## config.mk

```make
export PLATFORM = sky130hd
export DESIGN_NAME = clkstop_ctrl
export DESIGN_NICKNAME = d
export VERILOG_FILES = /design/src/rtl/clkstop_pkg.sv /design/src/rtl/clkstop_div.sv /design/src/rtl/clkstop_gate.sv /design/src/rtl/clkstop_ctrl.sv
export SDC_FILE = /design/constraint.sdc
export NUM_CORES = 1
export LEC_CHECK = 0
export BUFFER_PORTS_ARGS = -buffer_cell sky130_fd_sc_hd__buf_2
export CAP_MARGIN = 20
export CORE_AREA = 2 2 69 71
export DETAILED_ROUTE_END_ITERATION = 6
export DIE_AREA = 0 0 71 73
export SLEW_MARGIN = 20
export SYNTH_ARGS = -nofsm -noshare
export SYNTH_HDL_FRONTEND = slang
export SYNTH_SLANG_ARGS = --single-unit
```

## constraint.sdc

```tcl
create_clock -name clk -period 3 [get_ports clk]
set_clock_uncertainty 0.15 [all_clocks]
set_input_delay 0.45 -clock clk [delete_from_list [all_inputs] [get_ports clk]]
set_output_delay 0.45 -clock clk [all_outputs]
set_load 0.03 [all_outputs]
```

## src/rtl/clkstop_pkg.sv

```systemverilog
package clkstop_pkg;

  // Per-output-group enable pipeline: two sync stages and the live enable.
  typedef struct packed {
    logic s1;
    logic s2;
    logic en;
  } gate_st_t;

endpackage

```

## src/rtl/clkstop_div.sv

```systemverilog
module clkstop_div #(
  parameter int CW = 2
) (
  input  logic          clk,
  input  logic          rst_n,
  input  logic          run,
  input  logic [CW-1:0] half_m1,
  output logic          phase_nx,
  output logic          rise_tick
);

  logic [CW-1:0] cnt_q, cnt_d;
  logic          phase_q, phase_d;
  logic          flip;

  always_comb begin
    flip    = run && (cnt_q == half_m1);
    cnt_d   = cnt_q;
    phase_d = phase_q;
    if (!run) begin
      cnt_d   = '0;
      phase_d = 1'b0;
    end else if (flip) begin
      cnt_d   = '0;
      phase_d = ~phase_q;
    end else begin
      cnt_d   = cnt_q + 1'b1;
    end
  end

  assign phase_nx  = phase_d;
  assign rise_tick = flip && !phase_q;

  always_ff @(posedge clk or negedge rst_n) begin
    if (!rst_n) begin
      cnt_q   <= '0;
      phase_q <= 1'b0;
    end else begin
      cnt_q   <= cnt_d;
      phase_q <= phase_d;
    end
  end

endmodule

```

## src/rtl/clkstop_gate.sv

```systemverilog
module clkstop_gate
  import clkstop_pkg::*;
#(
  parameter int N = 1
) (
  input  logic         clk,
  input  logic         rst_n,
  input  logic         rise_tick,
  input  logic         phase_nx,
  input  logic         run,
  output logic [N-1:0] clk_o,
  output logic         running
);

  gate_st_t st_q, st_d;
  logic     out_q, out_d;

  // The pipeline moves only on the cycle where the clock is about to go
  // high, so the enable never changes inside a phase.
  always_comb begin
    st_d = st_q;
    if (rise_tick) begin
      st_d.s1 = run;
      st_d.s2 = st_q.s1;
      st_d.en = st_q.s2;
    end
    out_d = phase_nx && st_d.en;
  end

  always_ff @(posedge clk or negedge rst_n) begin
    if (!rst_n) begin
      st_q  <= '0;
      out_q <= 1'b0;
    end else begin
      st_q  <= st_d;
      out_q <= out_d;
    end
  end

  for (genvar b = 0; b < N; b++) begin : g_out
    assign clk_o[b] = out_q;
  end

  assign running = st_q.en;

endmodule

```

## src/rtl/clkstop_ctrl.sv

```systemverilog
module clkstop_ctrl #(
  parameter int N_CPU       = 4,
  parameter int N_PCI       = 7,
  parameter int CPU_HALF    = 2,
  parameter int PCI_HALF    = 6,
  parameter int AUX_HALF    = 3,
  parameter int WAKE_CYCLES = 40
) (
  input  logic             clk,
  input  logic             rst_n,
  input  logic             cpu_stop_n,
  input  logic             pci_stop_n,
  input  logic             pwr_dn_n,
  input  logic             strap_half,
  output logic [N_CPU-1:0] cpu_clk,
  output logic [N_PCI-1:0] pci_clk,
  output logic             pci_free,
  output logic             aux_clk,
  output logic             cpu_running,
  output logic             pci_running
);

  localparam int CPU_CW = $clog2(CPU_HALF + 1);
  localparam int PCI_CW = $clog2(PCI_HALF + 1);
  localparam int AUX_CW = $clog2(2 * AUX_HALF + 1);
  localparam int WAKE_W = $clog2(WAKE_CYCLES + 1);

  // Power-down synchronizer and wake counter
  logic              pd1_q, pd2_q;
  logic [WAKE_W-1:0] wake_q, wake_d;
  logic              awake_q, awake_d;

  always_comb begin
    wake_d  = wake_q;
    awake_d = awake_q;
    if (!pd2_q) begin
      wake_d  = '0;
      awake_d = 1'b0;
    end else if (!awake_q) begin
      if (wake_q == WAKE_W'(WAKE_CYCLES - 1)) awake_d = 1'b1;
      else                                    wake_d  = wake_q + 1'b1;
    end
  end

  always_ff @(posedge clk or negedge rst_n) begin
    if (!rst_n) begin
      pd1_q   <= 1'b0;
      pd2_q   <= 1'b0;
      wake_q  <= '0;
      awake_q <= 1'b0;
    end else begin
      pd1_q   <= pwr_dn_n;
      pd2_q   <= pd1_q;
      wake_q  <= wake_d;
      awake_q <= awake_d;
    end
  end

  // One-shot strap capture
  logic sampled_q, strap_q, strap_d;

  always_comb strap_d = sampled_q ? strap_q : strap_half;

  always_ff @(posedge clk or negedge rst_n) begin
    if (!rst_n) begin
      sampled_q <= 1'b0;
      strap_q   <= 1'b0;
    end else begin
      sampled_q <= 1'b1;
      strap_q   <= strap_d;
    end
  end

  // Dividers
  logic cpu_ph, cpu_tick, pci_ph, pci_tick, aux_ph, aux_tick;
  logic [AUX_CW-1:0] aux_half_m1;

  assign aux_half_m1 = strap_q ? AUX_CW'(2 * AUX_HALF - 1) : AUX_CW'(AUX_HALF - 1);

  clkstop_div #(.CW(CPU_CW)) u_div_cpu (
    .clk(clk), .rst_n(rst_n), .run(1'b1), .half_m1(CPU_CW'(CPU_HALF - 1)),
    .phase_nx(cpu_ph), .rise_tick(cpu_tick));

  clkstop_div #(.CW(PCI_CW)) u_div_pci (
    .clk(clk), .rst_n(rst_n), .run(1'b1), .half_m1(PCI_CW'(PCI_HALF - 1)),
    .phase_nx(pci_ph), .rise_tick(pci_tick));

  clkstop_div #(.CW(AUX_CW)) u_div_aux (
    .clk(clk), .rst_n(rst_n), .run(sampled_q), .half_m1(aux_half_m1),
    .phase_nx(aux_ph), .rise_tick(aux_tick));

  // Gates
  logic free_run_unused, aux_run_unused;

  clkstop_gate #(.N(N_CPU)) u_gate_cpu (
    .clk(clk), .rst_n(rst_n), .rise_tick(cpu_tick), .phase_nx(cpu_ph),
    .run(awake_q && cpu_stop_n), .clk_o(cpu_clk), .running(cpu_running));

  clkstop_gate #(.N(N_PCI)) u_gate_pci (
    .clk(clk), .rst_n(rst_n), .rise_tick(pci_tick), .phase_nx(pci_ph),
    .run(awake_q && pci_stop_n), .clk_o(pci_clk), .running(pci_running));

  clkstop_gate #(.N(1)) u_gate_free (
    .clk(clk), .rst_n(rst_n), .rise_tick(pci_tick), .phase_nx(pci_ph),
    .run(awake_q), .clk_o(pci_free), .running(free_run_unused));

  clkstop_gate #(.N(1)) u_gate_aux (
    .clk(clk), .rst_n(rst_n), .rise_tick(aux_tick), .phase_nx(aux_ph),
    .run(awake_q && sampled_q), .clk_o(aux_clk), .running(aux_run_unused));

endmodule

```

== Yosys cells after proc, flatten, opt, wreduce, memory -nomap -nowiden ==
Index checks and enable logic that the tools add are counted.

* Word-level logic and storage cells: 75
* Bits in registers: 38

* Mux-type cells: 19
* Eq/ne operators: 6
* Reduce and logical (&&, ||, !) cells: 15
* Bitwise operators: 3
* Add/subtract/negate cells: 4

{| class="wikitable"
|+ Operator list
! kind !! number
|-
| two-way mux 6 bit || 3
|-
| two-way mux 3 bit || 4
|-
| logical AND 1 bit || 11
|-
| two-way mux 1 bit || 11
|-
| adder 3 x 1 -> 3 bit (second input constant) || 2
|-
| adder 6 x 1 -> 6 bit (second input constant) || 1
|-
| equality test 6 bit (second input constant) || 1
|-
| inequality test 2 bit (second input constant) || 2
|-
| equality test 3 bit || 1
|-
| equality test 3 bit (second input constant) || 1
|-
| zero test 1 bit || 3
|-
| inverter 1 bit || 3
|-
| adder 2 x 1 -> 2 bit (second input constant) || 1
|-
| equality test 2 x 1 -> 1 bit (second input constant) || 1
|-
| two-way mux 2 bit || 1
|-
| AND reduction 2 bit || 1
|}

== Depth between registers and ports, before layout ==
Gate-level depths: netlist (run 1).

* Depth after elaboration: 6
* Gate-level depth with buffers: 6

== By module ==
A second synthesis (run 1) with hierarchy kept.

* Cells, all modules: 148
* Area, all modules: 1808.0 µm²

{| class="wikitable"
|+ Modules (own cells, without submodules)
! module !! seq. area each (µm²) !! area each (µm²) !! times used !! cells an instance
|-
| clkstop_ctrl || 275.3 || 550.5 || 1 || 51
|-
| clkstop_div at u_div_aux ... || 100.1 || 212.7 || 2 || 19
|-
| clkstop_gate at u_gate_aux ... || 100.1 || 146.4 || 2 || 8
|-
| clkstop_gate at u_gate_pci || 100.1 || 198.9 || 1 || 15
|-
| clkstop_gate at u_gate_cpu || 100.1 || 176.4 || 1 || 12
|-
| clkstop_div at u_div_cpu || 75.1 || 163.9 || 1 || 16
|}

== Least setup slack after synthesis (run 1) ==
OpenSTA, ideal clock, no wires.

* Kind: register to register
* Start point: register strap_q
* End point: register u_gate_aux.out_q, in the netlist u_gate_aux.clk_o
* Path buffers: 0
* Required time: 2.731 ns
* Arrival: 1.717 ns
* Stages on the path, launching flop included: 7
* Setup slack: 1.014 ns
* Setup time: 0.119 ns
* Cell sequence: dfrtp_1 > or3b_4 > o2bb2ai_2 > and2_1 > ha_1 > mux2_2 > and2_1

{| class="wikitable"
|+ RTL lines
! what !! line !! text
|-
| from (decl) || clkstop_ctrl.sv:60 || <nowiki>logic sampled_q, strap_q, strap_d;</nowiki>
|-
| from (signal assigned) || clkstop_ctrl.sv:70 || <nowiki>strap_q <= strap_d;</nowiki>
|-
| to (signal assigned) || clkstop_gate.sv:36 || <nowiki>out_q <= out_d;</nowiki>
|-
| to (decl) || clkstop_gate.sv:16 || <nowiki>logic out_q, out_d;</nowiki>
|}

==> flow_summary.json, run 1 <==
{
  "layout.nets": 160,
  "number_of_cells_produced_by_synthesis": 136,
  "synth_sequential_area_ratio_pct": 57.36,
  "clk_latency_ns": 0.29,
  "power.switching_fraction_pct": 22.26,
  "grt_overflow": 0,
  "async_flop_share_pct": 100.0,
  "max_slew.worst_pin.slew_ns": 0.8121,
  "crit_path_cell_trace": "or3b_4 > o2bb2ai_2 > and2_1 > ha_1 > mux2_2 > and2_1",
  "finalCriticalPeriod_ns": 2.073,
  "max_slew_margin_pct": 45.86,
  "setup_slack_of_the_most_critical_reg_to_reg_path_ns": 0.93,
  "io_pins": 21,
  "antenna_violations_before_repair": 0,
  "yosys_most_used_dff": "sky130_fd_sc_hd__dfrtp_1",
  "critical_path_end_type": "register",
  "run_status": "complete, no violations",
  "cell_mode_on_critical_path": "sky130_fd_sc_hd__and2_1",
  "clk_transition_reported_paths_ns": 0.07,
  "effective_utilization_at_floorplan_pct": 36.55,
  "grt_max_degree": 39,
  "timing.max_cap.violations": 0,
  "antennaDiodeCount": 0,
  "static-leakage-power_nw": 0.9191,
  "mappedNetlistNets": 147,
  "post_route_setup_tns_ns": 0,
  "post-dp-hpwl_mm": 1.648,
  "drc": 0,
  "worst_setup_path_start_kind": "register",
  "num_rows": 25,
  "path_buf_inv": 0,
  "die_w_um": 71,
  "power.sequential.fraction_pct": 53.3,
  "fin_total_pwr_w": 0.001059,
  "initialDrtViolationCount": 45,
  "vias": 952,
  "pwr-share-comb_pct": 7.3,
  "placement.io_buffers": 20,
  "drt-pass1-iter-count": 5,
  "p_switching_w": 0.0002358,
  "floorplan.die_area_um2": 5183,
  "postCtsSetupRepairBufs": 0,
  "timing.setup.critical_path_class": "register to register",
  "routed_wirelength_mm": 2.347,
  "track_usage_pct": 9.941,
  "mostFrequentLayoutCell": "sky130_fd_sc_hd__dfrtp_1",
  "netlist-cell-type-count": 32,
  "cts_resized": 0,
  "worst-endpoint-required_ns": 3.03,
  "ctsHoldBuffers": 0,
  "number_of_hold_violations_in_the_final_report": 0,
  "report.final.slew_viol_count": 0,
  "worstReg2RegEnd": "u_gate_aux.clk_o$_DFF_PN0_",
  "viasPerCell": 4.667,
  "multiInputGateArea_um2": 568.0,
  "holdCritPathClass": "input pin to asynchronous set/reset pin",
  "ys_seq_elements": 38,
  "wire_length_of_the_first_global_routing_pass_mm": 3.884,
  "cts_tree": "built",
  "syn_avg_cell_area_um2": 12.19,
  "setup_violations": 0,
  "tritoncts.num_buffers": 5,
  "finalCritPeriodShare_pct": 69.11,
  "critical_path.endpoint": "u_gate_aux.clk_o$_DFF_PN0_",
  "gp_congestion": 0.7175,
  "max_stage_delay_ns": 0.41,
  "area.growth.synth_to_final_pct": 10.64,
  "critical_path_cell_count": 6,
  "path_delay_family": "simple AND/OR/NAND/NOR gates",
  "most-common-layout-cells": "38 x sky130_fd_sc_hd__dfrtp_1, 20 x sky130_fd_sc_hd__buf_2, 11 x sky130_fd_sc_hd__inv_1",
  "vdd_ir_drop_max_mv": 0.3476,
  "cts.htree.levels": 2,
  "cts.sink_count": 38,
  "post_dr_wirelength_cell_um": 11.50,
  "clockPowerShare_pct": 39.4,
  "worstRegToRegCells": 6,
  "grt_pass1_vias": 908,
  "cts-root-to-sink-buffers": 2,
  "grt_setup_unrepaired": "no",
  "synth_enable_flop_cells": 0,
  "worst_path_max_delay_cell": "sky130_fd_sc_hd__or3b_4",
  "r2r_start": "strap_q$_DFFE_PN0N_",
  "cp_data_arrival_time_ns": 2.11,
  "clock.fmax_mhz": 482.3,
  "power_per_standard_cell_area_nw_per_um2": 577.4,
  "yosysWarningCount": 0,
  "postRouteAntennaNets": 0,
  "netlist_area_um2": 1658,
  "power_report.internal_total_w": 0.0008233,
  "cts_root_buf": "sky130_fd_sc_hd__clkbuf_8",
  "layout.area.seq_um2": 950.9,
  "final.fill_count": 404,
  "design.core.area_um2": 4536,
  "die_h_um": 73,
  "timing.critical_path.from": "strap_q$_DFFE_PN0N_",
  "post_route_cells_drive_above_1_share_pct": 27.33,
  "worstPathMaxFanout": 4
}
[cells in the mapped netlist (2+ instances only)]
cell,number,area [um^2]
sky130_fd_sc_hd__dfrtp_1,38,950.9
sky130_fd_sc_hd__and3b_2,2,20.02
sky130_fd_sc_hd__nand3_1,6,30.03
sky130_fd_sc_hd__o21a_1,2,15.01
sky130_fd_sc_hd__o31a_1,2,17.52
sky130_fd_sc_hd__inv_1,11,41.29
sky130_fd_sc_hd__nor2_1,2,7.510
sky130_fd_sc_hd__mux2i_1,2,20.02
sky130_fd_sc_hd__nand2b_1,2,12.51
sky130_fd_sc_hd__mux2_2,10,112.6
sky130_fd_sc_hd__nand2_1,5,18.77
sky130_fd_sc_hd__nor2b_1,3,18.77
sky130_fd_sc_hd__ha_1,5,62.56
sky130_fd_sc_hd__buf_2,3,15.01
sky130_fd_sc_hd__and2_1,8,50.05
sky130_fd_sc_hd__nand4_1,2,12.51
sky130_fd_sc_hd__o311ai_0,2,17.52
sky130_fd_sc_hd__o21ai_0,4,20.02
sky130_fd_sc_hd__nor3b_1,4,30.03
sky130_fd_sc_hd__buf_4,11,82.58
[flip-flops by register name, summed over array words and instances (netlist names), 2 cells and up]
| register | flops |
|---|---|
| u_gate_free.st_q | 2 |
| u_div_aux.cnt_q | 3 |
| u_gate_aux.st_q | 2 |
| u_div_cpu.cnt_q | 2 |
| u_div_pci.cnt_q | 3 |
| wake_q | 6 |
| u_gate_pci.st_q | 2 |
| u_gate_cpu.st_q | 2 |
[power by group through the flow]
| stage | Combinational [W] | Clock [W] | Sequential, W |
|---|---|---|---|
| floorplan | 0.0000575 | 0 | 0.000565 |
| global placement | 0.0000739 | 0 | 0.000570 |
| detailed placement | 0.0000787 | 0 | 0.000573 |
| CTS | 0.0000792 | 0.000429 | 0.000563 |
| global route | 0.0000907 | 0.000449 | 0.000568 |
| finish | 0.0000778 | 0.000417 | 0.000564 |
[final cells by class]
cell class	count	area share [%]
Sequential cell	38	51.84
Multi-Input combinational cell	73	30.97
Timing Repair Buffer	20	5.457
Clock buffer	7	4.161
Tap cell	54	3.683
Inverter	11	2.251
Clock inverter	1	1.637
[cells by family after synthesis]
group	count (synthesis)	synth area share, %
AOI/OAI and AO/OA	14	6.340
DFF	38	57.36
muxes	12	8.000
other	1	0.2262
buffers and inverters	25	8.377
xor gates and xnor gates	1	0.5284
and+or+nand+nor	40	15.40
adders and majority gates	5	3.774
[worst reg2reg max path, stage by stage (launching register included)]
cell	delay (ns)
sky130_fd_sc_hd__dfrtp_1	0.40
sky130_fd_sc_hd__or3b_4	0.41
sky130_fd_sc_hd__o2bb2ai_2	0.15
sky130_fd_sc_hd__and2_1	0.14
sky130_fd_sc_hd__ha_1	0.20
sky130_fd_sc_hd__mux2_2	0.36
sky130_fd_sc_hd__and2_1	0.16
[per-layer routing]
layer	vias to the layer above	track usage, %	share of wire, %
met2	16	15.37	47
li1	474	-	-
met3	6	4.696	4.1
met4	0	6.289	2.3
met1	456	11.09	46
met5	-	0	0
[stage by stage]
step	worst slack (ns)	instance area, um^2	hold WS [ns]	cells	util, %
after floorplan	1.014	1658	0.004409	136	-
after global placement	0.9570	1728	0.1969	196	38.10
after CTS	0.9140	1834	0.1163	204	40.44
after global routing	0.8382	1834	0.1173	204	40.44
after detailed placement	0.9221	1728	0.1995	196	38.10
final	0.9267	1834	0.09746	204	40.44
[how the worst min path moves through the flow]
stage	slack (ns)	end	cells past startpoint
2_1_floorplan	0.004	awake_q$_DFF_PN0_	0
3_5_place_dp	0.20	pd2_q$_DFF_PN0_	0
3_3_place_gp	0.20	pd2_q$_DFF_PN0_	0
5_1_grt	0.12	pd1_q$_DFF_PN0_	1
4_1_cts	0.12	pd1_q$_DFF_PN0_	1
6_report	0.1	u_gate_cpu.st_q[1]$_DFFE_PN0N_	1
(Power assumes the default switching activity.)
==> inputs of run 2 (changes only) <==
--- a/config.mk
+++ b/config.mk
@@ -5,11 +5,12 @@
 export SDC_FILE = /design/constraint.sdc
 export NUM_CORES = 1
 export LEC_CHECK = 0
+export ABC_AREA = 1
 export BUFFER_PORTS_ARGS = -buffer_cell sky130_fd_sc_hd__buf_2
 export CAP_MARGIN = 20
-export CORE_AREA = 2 2 69 71
+export CORE_AREA = 2 2 68 70
 export DETAILED_ROUTE_END_ITERATION = 6
-export DIE_AREA = 0 0 71 73
+export DIE_AREA = 0 0 70 72
 export SLEW_MARGIN = 20
 export SYNTH_ARGS = -nofsm -noshare
 export SYNTH_HDL_FRONTEND = slang
==> constraint.sdc (replaced) <==
create_clock -name clk -period 2.1 [get_ports clk]
set_clock_uncertainty 0.15 [all_clocks]
set_input_delay 0.315 -clock clk [delete_from_list [all_inputs] [get_ports clk]]
set_output_delay 0.315 -clock clk [all_outputs]
set_load 0.03 [all_outputs]
==> flow_summary.json, run 2 <==
{
  "run_status": "complete, no violations",
  "crit_path_cell_trace": "o21ai_0 > nand3_1 > inv_1 > ha_1 > nand2_1 > o21ai_0 > nor3_1",
  "worst_path_max_delay_cell": "sky130_fd_sc_hd__dfrtp_1",
  "timing.max_cap.violations": 0,
  "finalCriticalPeriod_ns": 1.498,
  "critical_path_end_type": "register",
  "yosys.cell_count.top_type": "sky130_fd_sc_hd__nand2_1",
  "drt-pass1-iter-count": 4,
  "finish.cell_count_without_fillers": 244,
  "worst-endpoint-required_ns": 2.12,
  "gp_congestion": 0.7107,
  "drc": 0,
  "effective_utilization_at_floorplan_pct": 37.62,
  "postCtsSetupRepairBufs": 0,
  "area.growth.synth_to_final_pct": 13.49,
  "cp_data_arrival_time_ns": 1.52,
  "layout_cell_area_excl_fill_um2": 1821,
  "yosysWarningCount": 0,
  "power.sequential.fraction_pct": 53.6,
  "place.detailed.instances": 234,
  "mostFrequentLayoutCell": "sky130_fd_sc_hd__nand2_1",
  "top_reg_by_flops": "wake_q",
  "die_w_um": 70,
  "post_route_setup_tns_ns": 0,
  "vias": 1067,
  "top_signal_layer_used": "met4",
  "min_delay_path_depth": 3,
  "holdCritPathClass": "input pin to register",
  "worstRegToRegCells": 7,
  "most-common-layout-cells": "45 x sky130_fd_sc_hd__nand2_1, 38 x sky130_fd_sc_hd__dfrtp_1, 28 x sky130_fd_sc_hd__inv_1",
  "vdd_ir_drop_max_mv": 0.4173,
  "wirelength_met1_mm": 1.108,
  "max_stage_delay_ns": 0.41,
  "post-dp-hpwl_mm": 1.672,
  "synth_sequential_area_ratio_pct": 59.28,
  "report.final.slew_viol_count": 0,
  "p_switching_w": 0.0003050,
  "path_delay_family": "flip-flops",
  "io_pins": 21,
  "cts_resized": 0,
  "clk_transition_reported_paths_ns": 0.07,
  "synth_enable_flop_cells": 0,
  "antenna_violations_before_repair": 0,
  "grt_overflow": 0,
  "power.switching_fraction_pct": 21.06,
  "power_per_standard_cell_area_nw_per_um2": 795.7,
  "postLayoutCoreUtil_pct": 42.69,
  "clockPowerShare_pct": 41.2,
  "post_dr_wirelength_cell_um": 9.852,
  "dpl_cell_area_um2": 1694,
  "clock.fmax_mhz": 667.5,
  "critical_path_cell_count": 7,
  "cell_mode_on_critical_path": "sky130_fd_sc_hd__o21ai_0",
  "grt_pass1_vias": 971,
  "die_h_um": 72,
  "cts_tree": "built",
  "multiInputGateArea_um2": 465.4,
  "number_of_cells_produced_by_synthesis": 172,
  "yosys_most_used_dff": "sky130_fd_sc_hd__dfrtp_1",
  "netlist_area_um2": 1604,
  "largest_registers": "wake_q x6, u_div_aux.cnt_q x3, u_div_pci.cnt_q x3",
  "synth_top_cell_area_share_pct": 59.28,
  "syn_avg_cell_area_um2": 9.326,
  "finalCritPeriodShare_pct": 71.34,
  "antennaDiodeCount": 0,
  "cts.sink_count": 38,
  "cts.htree.levels": 2,
  "post_route_cells_drive_above_1_share_pct": 16.15,
  "layout.nets": 202,
  "final.fill_count": 443,
  "num_rows": 24,
  "mappedNetlistNets": 183,
  "initialDrtViolationCount": 73,
  "ys_seq_elements": 38,
  "design.core.area_um2": 4264,
  "worstPathMaxFanout": 6,
  "grt_setup_unrepaired": "no",
  "netlist_top_cells_area": "sky130_fd_sc_hd__dfrtp_1 59%, sky130_fd_sc_hd__nand2_1 11%, sky130_fd_sc_hd__inv_1 6.6%, sky130_fd_sc_hd__buf_4 5.1%, sky130_fd_sc_hd__ha_1 3.9%",
  "grt_max_degree": 39,
  "setup_violations": 0,
  "floorplan.die_area_um2": 5040,
  "cts-root-to-sink-buffers": 2,
  "synth_common_cells": "45 x sky130_fd_sc_hd__nand2_1, 38 x sky130_fd_sc_hd__dfrtp_1, 28 x sky130_fd_sc_hd__inv_1",
  "cts_root_buf": "sky130_fd_sc_hd__clkbuf_8",
  "track_usage_pct": 10.84,
  "number_of_hold_violations_in_the_final_report": 0,
  "viasPerCell": 4.373,
  "clk_latency_ns": 0.28,
  "path_buf_inv": 1,
  "worst_setup_path_start_kind": "register",
  "async_flop_share_pct": 100.0,
  "routed_wirelength_mm": 2.404,
  "layout.area.seq_um2": 950.9,
  "tritoncts.num_buffers": 5,
  "synth_top_area_cell": "sky130_fd_sc_hd__dfrtp_1",
  "power_report.internal_total_w": 0.001144,
  "met3_wl_um": 109,
  "largest_register_ffs": 6,
  "static-leakage-power_nw": 1.004,
  "timing.setup.critical_path_class": "register to register",
  "postRouteAntennaNets": 0,
  "route.met2.wl_mm": 1.136,
  "pwr-share-comb_pct": 5.2,
  "netlist-cell-type-count": 16,
  "placement.io_buffers": 20,
  "wire_length_of_the_first_global_routing_pass_mm": 4.209
}
==> run 2: changes by cell type after synthesis, moves of 5 or more <==
cell,change
sky130_fd_sc_hd__a21oi_1,+5
sky130_fd_sc_hd__and2_1,-8
sky130_fd_sc_hd__inv_1,+17
sky130_fd_sc_hd__mux2_2,-10
sky130_fd_sc_hd__nand2_1,+40
sky130_fd_sc_hd__nor2_1,+9
sky130_fd_sc_hd__o21ai_0,+7
==> run 2: final timing paths <==
kind	slack, ns	startpoint	end
worst min register to register	0.21	pd1_q$_DFF_PN0_	pd2_q$_DFF_PN0_
max in group asynchronous	1.02	rst_n	u_gate_free.st_q[2]$_DFFE_PN0P_
worst max-delay path	0.60	u_div_aux.cnt_q[0]$_DFF_PN0_	u_gate_aux.clk_o$_DFF_PN0_
worst max register to register	0.60	u_div_aux.cnt_q[0]$_DFF_PN0_	u_gate_aux.clk_o$_DFF_PN0_
worst min-delay path	0.08	strap_half	strap_q$_DFFE_PN0N_
min in group asynchronous	0.46	rst_n	u_div_cpu.phase_q$_DFF_PN0_
==> run 2: final cells by class <==
| cell class | count | share of cell area [%] |
|---|---|---|
| clock inverters | 1 | 1.649 |
| well taps | 52 | 3.574 |
| repair buffers | 23 | 7.010 |
| multi-input cells | 95 | 25.57 |
| clock buffers | 7 | 4.192 |
| inverters | 28 | 5.773 |
| flip-flops and latches | 38 | 52.23 |
==> run 2: per-layer routing <==
metal / GRT usage, % / vias up
li1: - / 555
met4: 5.128 / 0
met2: 16.93 / 22
met1: 13.36 / 485
met3: 4.167 / 5
met5: 0 / -
==> run 2: worst min-delay path: cells and delay by family <==
family	cells	cell delay [ns]
and+or+nand+nor	2	0.09
buffers and inverters	1	0.08
==> run 2: power groups by stage <==
stage | clock [W] | sequential [W] | combinational [W]
after floorplan | 0 | 0.000787 | 0.0000446
after global routing | 0.000650 | 0.000780 | 0.0000911
after CTS | 0.000624 | 0.000776 | 0.0000782
after global placement | 0 | 0.000790 | 0.0000744
after detailed placement | 0 | 0.000791 | 0.0000753
final | 0.000597 | 0.000776 | 0.0000760
==> run 2: logic make-up after synthesis <==
group / after synthesis / share of synthesized area [%]
xor gates and xnor gates: 1 / 0.5461
AOI/OAI and AO/OA: 16 / 4.992
adders and majority gates: 5 / 3.900
other: 1 / 0.2338
DFF: 38 / 59.28
buffers and inverters: 39 / 11.70
and+or+nand+nor: 72 / 19.34
==> run 2: per-stage QoR <==
step / setup WS [ns] / hold WS (ns) / total power, W
finish: 0.6019 / 0.07960 / 0.001449
global route: 0.4727 / 0.1048 / 0.001521
CTS: 0.6012 / 0.07072 / 0.001479
detailed placement: 0.6258 / 0.1936 / 0.0008661
global placement: 0.6806 / 0.1852 / 0.0008643
floorplan: 0.7258 / -0.1306 / 0.0008320
==> run 2: timing repair <==
action | CTS | global route
hold buffers | 2 | 0
endpoints found under the setup margin | 0 | 0
hold endpoints to repair | 39 | 0
==> inputs of run 3 (changes only) <==
==> constraint.sdc (replaced) <==
create_clock -name clk -period 1.45 [get_ports clk]
set_clock_uncertainty 0.15 [all_clocks]
set_input_delay 0.2175 -clock clk [delete_from_list [all_inputs] [get_ports clk]]
set_output_delay 0.2175 -clock clk [all_outputs]
set_load 0.03 [all_outputs]
==> flow_summary.json, run 3 (same netlist as run 2, synthesis figures left out) <==
{
  "clock.fmax_mhz": 718.1,
  "final_critical_path_setup_slack_ns": 0.05737,
  "cts.htree.levels": 2,
  "number_of_hold_violations_in_the_final_report": 0,
  "post-dp-hpwl_mm": 1.654,
  "wire_length_of_the_first_global_routing_pass_mm": 4.077,
  "power_per_standard_cell_area_nw_per_um2": 1213,
  "vdd_ir_drop_max_mv": 0.6929,
  "run_status": "complete, no violations",
  "report.final.slew_viol_count": 0,
  "track_usage_pct": 10.64,
  "tritoncts.num_buffers": 5,
  "worstPathMaxFanout": 6,
  "gp_congestion": 0.7111,
  "cp_data_arrival_time_ns": 1.45,
  "finalCritPeriodShare_pct": 96.04,
  "critical_path_end_type": "register",
  "p_switching_w": 0.0004858,
  "worst-endpoint-required_ns": 1.51,
  "mostFrequentLayoutCell": "sky130_fd_sc_hd__nand2_1",
  "post_route_cells_drive_above_1_share_pct": 21.21,
  "postRouteAntennaNets": 0,
  "cts-root-to-sink-buffers": 2,
  "placement.io_buffers": 20,
  "timing.setup.critical_path_class": "register to register",
  "wirelength_met1_mm": 1.151,
  "drc": 0,
  "drt-pass1-iter-count": 4,
  "layout.nets": 208,
  "effective_utilization_at_floorplan_pct": 37.62,
  "top_reg_by_flops": "wake_q",
  "finalCriticalPeriod_ns": 1.393,
  "antenna_violations_before_repair": 0,
  "io_pins": 21,
  "grt_setup_unrepaired": "yes",
  "top_signal_layer_used": "met4",
  "largest_register_ffs": 6,
  "clk_latency_ns": 0.29,
  "die_h_um": 72,
  "num_rows": 24,
  "holdCritPathClass": "input pin to register",
  "power.switching_fraction_pct": 20.79,
  "post_route_setup_tns_ns": 0,
  "die_w_um": 70,
  "final.fill_count": 420,
  "area.growth.synth_to_final_pct": 20.12,
  "largest_registers": "wake_q x6, u_div_aux.cnt_q x3, u_div_pci.cnt_q x3",
  "initialDrtViolationCount": 38,
  "static-leakage-power_nw": 1.050,
  "grt_max_degree": 39,
  "timing.max_cap.violations": 0,
  "antennaDiodeCount": 0,
  "worst_setup_path_start_kind": "register",
  "routed_wirelength_mm": 2.432,
  "floorplan.die_area_um2": 5040,
  "post-place-ws_ns": -0.05000,
  "power_report.internal_total_w": 0.001851,
  "met3_wl_um": 113,
  "grt_pass1_vias": 936,
  "route.met2.wl_mm": 1.112,
  "cts_tree": "built",
  "cts_root_buf": "sky130_fd_sc_hd__clkbuf_8",
  "place.detailed.instances": 238,
  "post_dr_wirelength_cell_um": 9.728,
  "clockPowerShare_pct": 46.1,
  "power.sequential.fraction_pct": 48.0,
  "most-common-layout-cells": "45 x sky130_fd_sc_hd__nand2_1, 38 x sky130_fd_sc_hd__dfrtp_1, 26 x sky130_fd_sc_hd__inv_1",
  "finish.cell_count_without_fillers": 250,
  "viasPerCell": 4.372,
  "vias": 1093,
  "grt_overflow": 0,
  "cts.sink_count": 38,
  "clk_transition_reported_paths_ns": 0.08,
  "pwr-share-comb_pct": 6.0,
  "design.core.area_um2": 4264,
  "setup_violations": 0
}
[run 3: worst max-delay path: stages, from the launching register on]
cell and delay [ns]:
sky130_fd_sc_hd__dfrtp_1 0.41, sky130_fd_sc_hd__nand2_1 0.07, sky130_fd_sc_hd__o21ai_1 0.06, sky130_fd_sc_hd__nand3_1 0.11, sky130_fd_sc_hd__inv_2 0.05, sky130_fd_sc_hd__ha_4 0.17
sky130_fd_sc_hd__nand2_1 0.06, sky130_fd_sc_hd__o21ai_1 0.07, sky130_fd_sc_hd__nor3_1 0.15
[run 3: final cells by class]
cell class                 count  area (um^2)  area share [%]
sequential                    38        950.9           49.35
multi-input combinational     95        480.5           24.94
timing repair buffer          29        187.7           9.740
inverter                      28        105.1           5.455
clock buffer                   5        68.82           3.571
clock inverter                 3        68.82           3.571
tap                           52        65.06           3.377
[run 3: repair_timing]
action,4_1_cts,5_1_grt
pin swaps,0,1
setup endpoints to repair,2,9
endpoints found under the hold margin,40,0
hold buffers,3,0
resized for setup,3,5
setup buffers,0,1
[run 3: power by group through the flow]
stage / Combinational (W) / Clock [W] / Sequential, W
floorplan: 0.0000647 / 0 / 0.00114
global placement: 0.000119 / 0 / 0.00114
CTS: 0.000133 / 0.00110 / 0.00112
global route: 0.000162 / 0.00115 / 0.00113
finish: 0.000140 / 0.00108 / 0.00112
detailed placement: 0.000124 / 0 / 0.00114
[run 3: through the flow]
step                      power (W)  instance area [um^2]  util [%]  hold slack [ns]
after global placement     0.001261                  1737     40.73          0.04740
after floorplan            0.001205                  1604         -          -0.2281
after detailed placement   0.001264                  1737     40.73          0.05141
after global routing       0.002437                  1927     45.19          0.01680
final                      0.002337                  1927     45.19          0.01099
after CTS                  0.002358                  1907     44.72         0.003384
[run 3: final timing paths]
kind / end / depth (start not counted) / startpoint / slack, ns
setup / recovery: u_gate_aux.clk_o$_DFF_PN0_ / 8 / u_div_aux.cnt_q[2]$_DFF_PN0_ / 0.06
hold / removal: u_gate_pci.st_q[2]$_DFFE_PN0P_ / 3 / pci_stop_n / 0.01
setup reg to reg: u_gate_aux.clk_o$_DFF_PN0_ / 8 / u_div_aux.cnt_q[2]$_DFF_PN0_ / 0.06
hold reg to reg: pd2_q$_DFF_PN0_ / 0 / pd1_q$_DFF_PN0_ / 0.20
max in group asynchronous: u_gate_pci.st_q[2]$_DFFE_PN0P_ / 3 / rst_n / 0.70
min in group asynchronous: u_gate_cpu.out_q$_DFF_PN0_ / 3 / rst_n / 0.26
[run 3: metal layers]
| layer | GRT usage, % | up-vias |
|---|---|---|
| li1 | - | 570 |
| met1 | 13.57 | 497 |
| met2 | 15.34 | 20 |
| met3 | 4.583 | 6 |
| met4 | 5.769 | 0 |
| met5 | 0 | - |
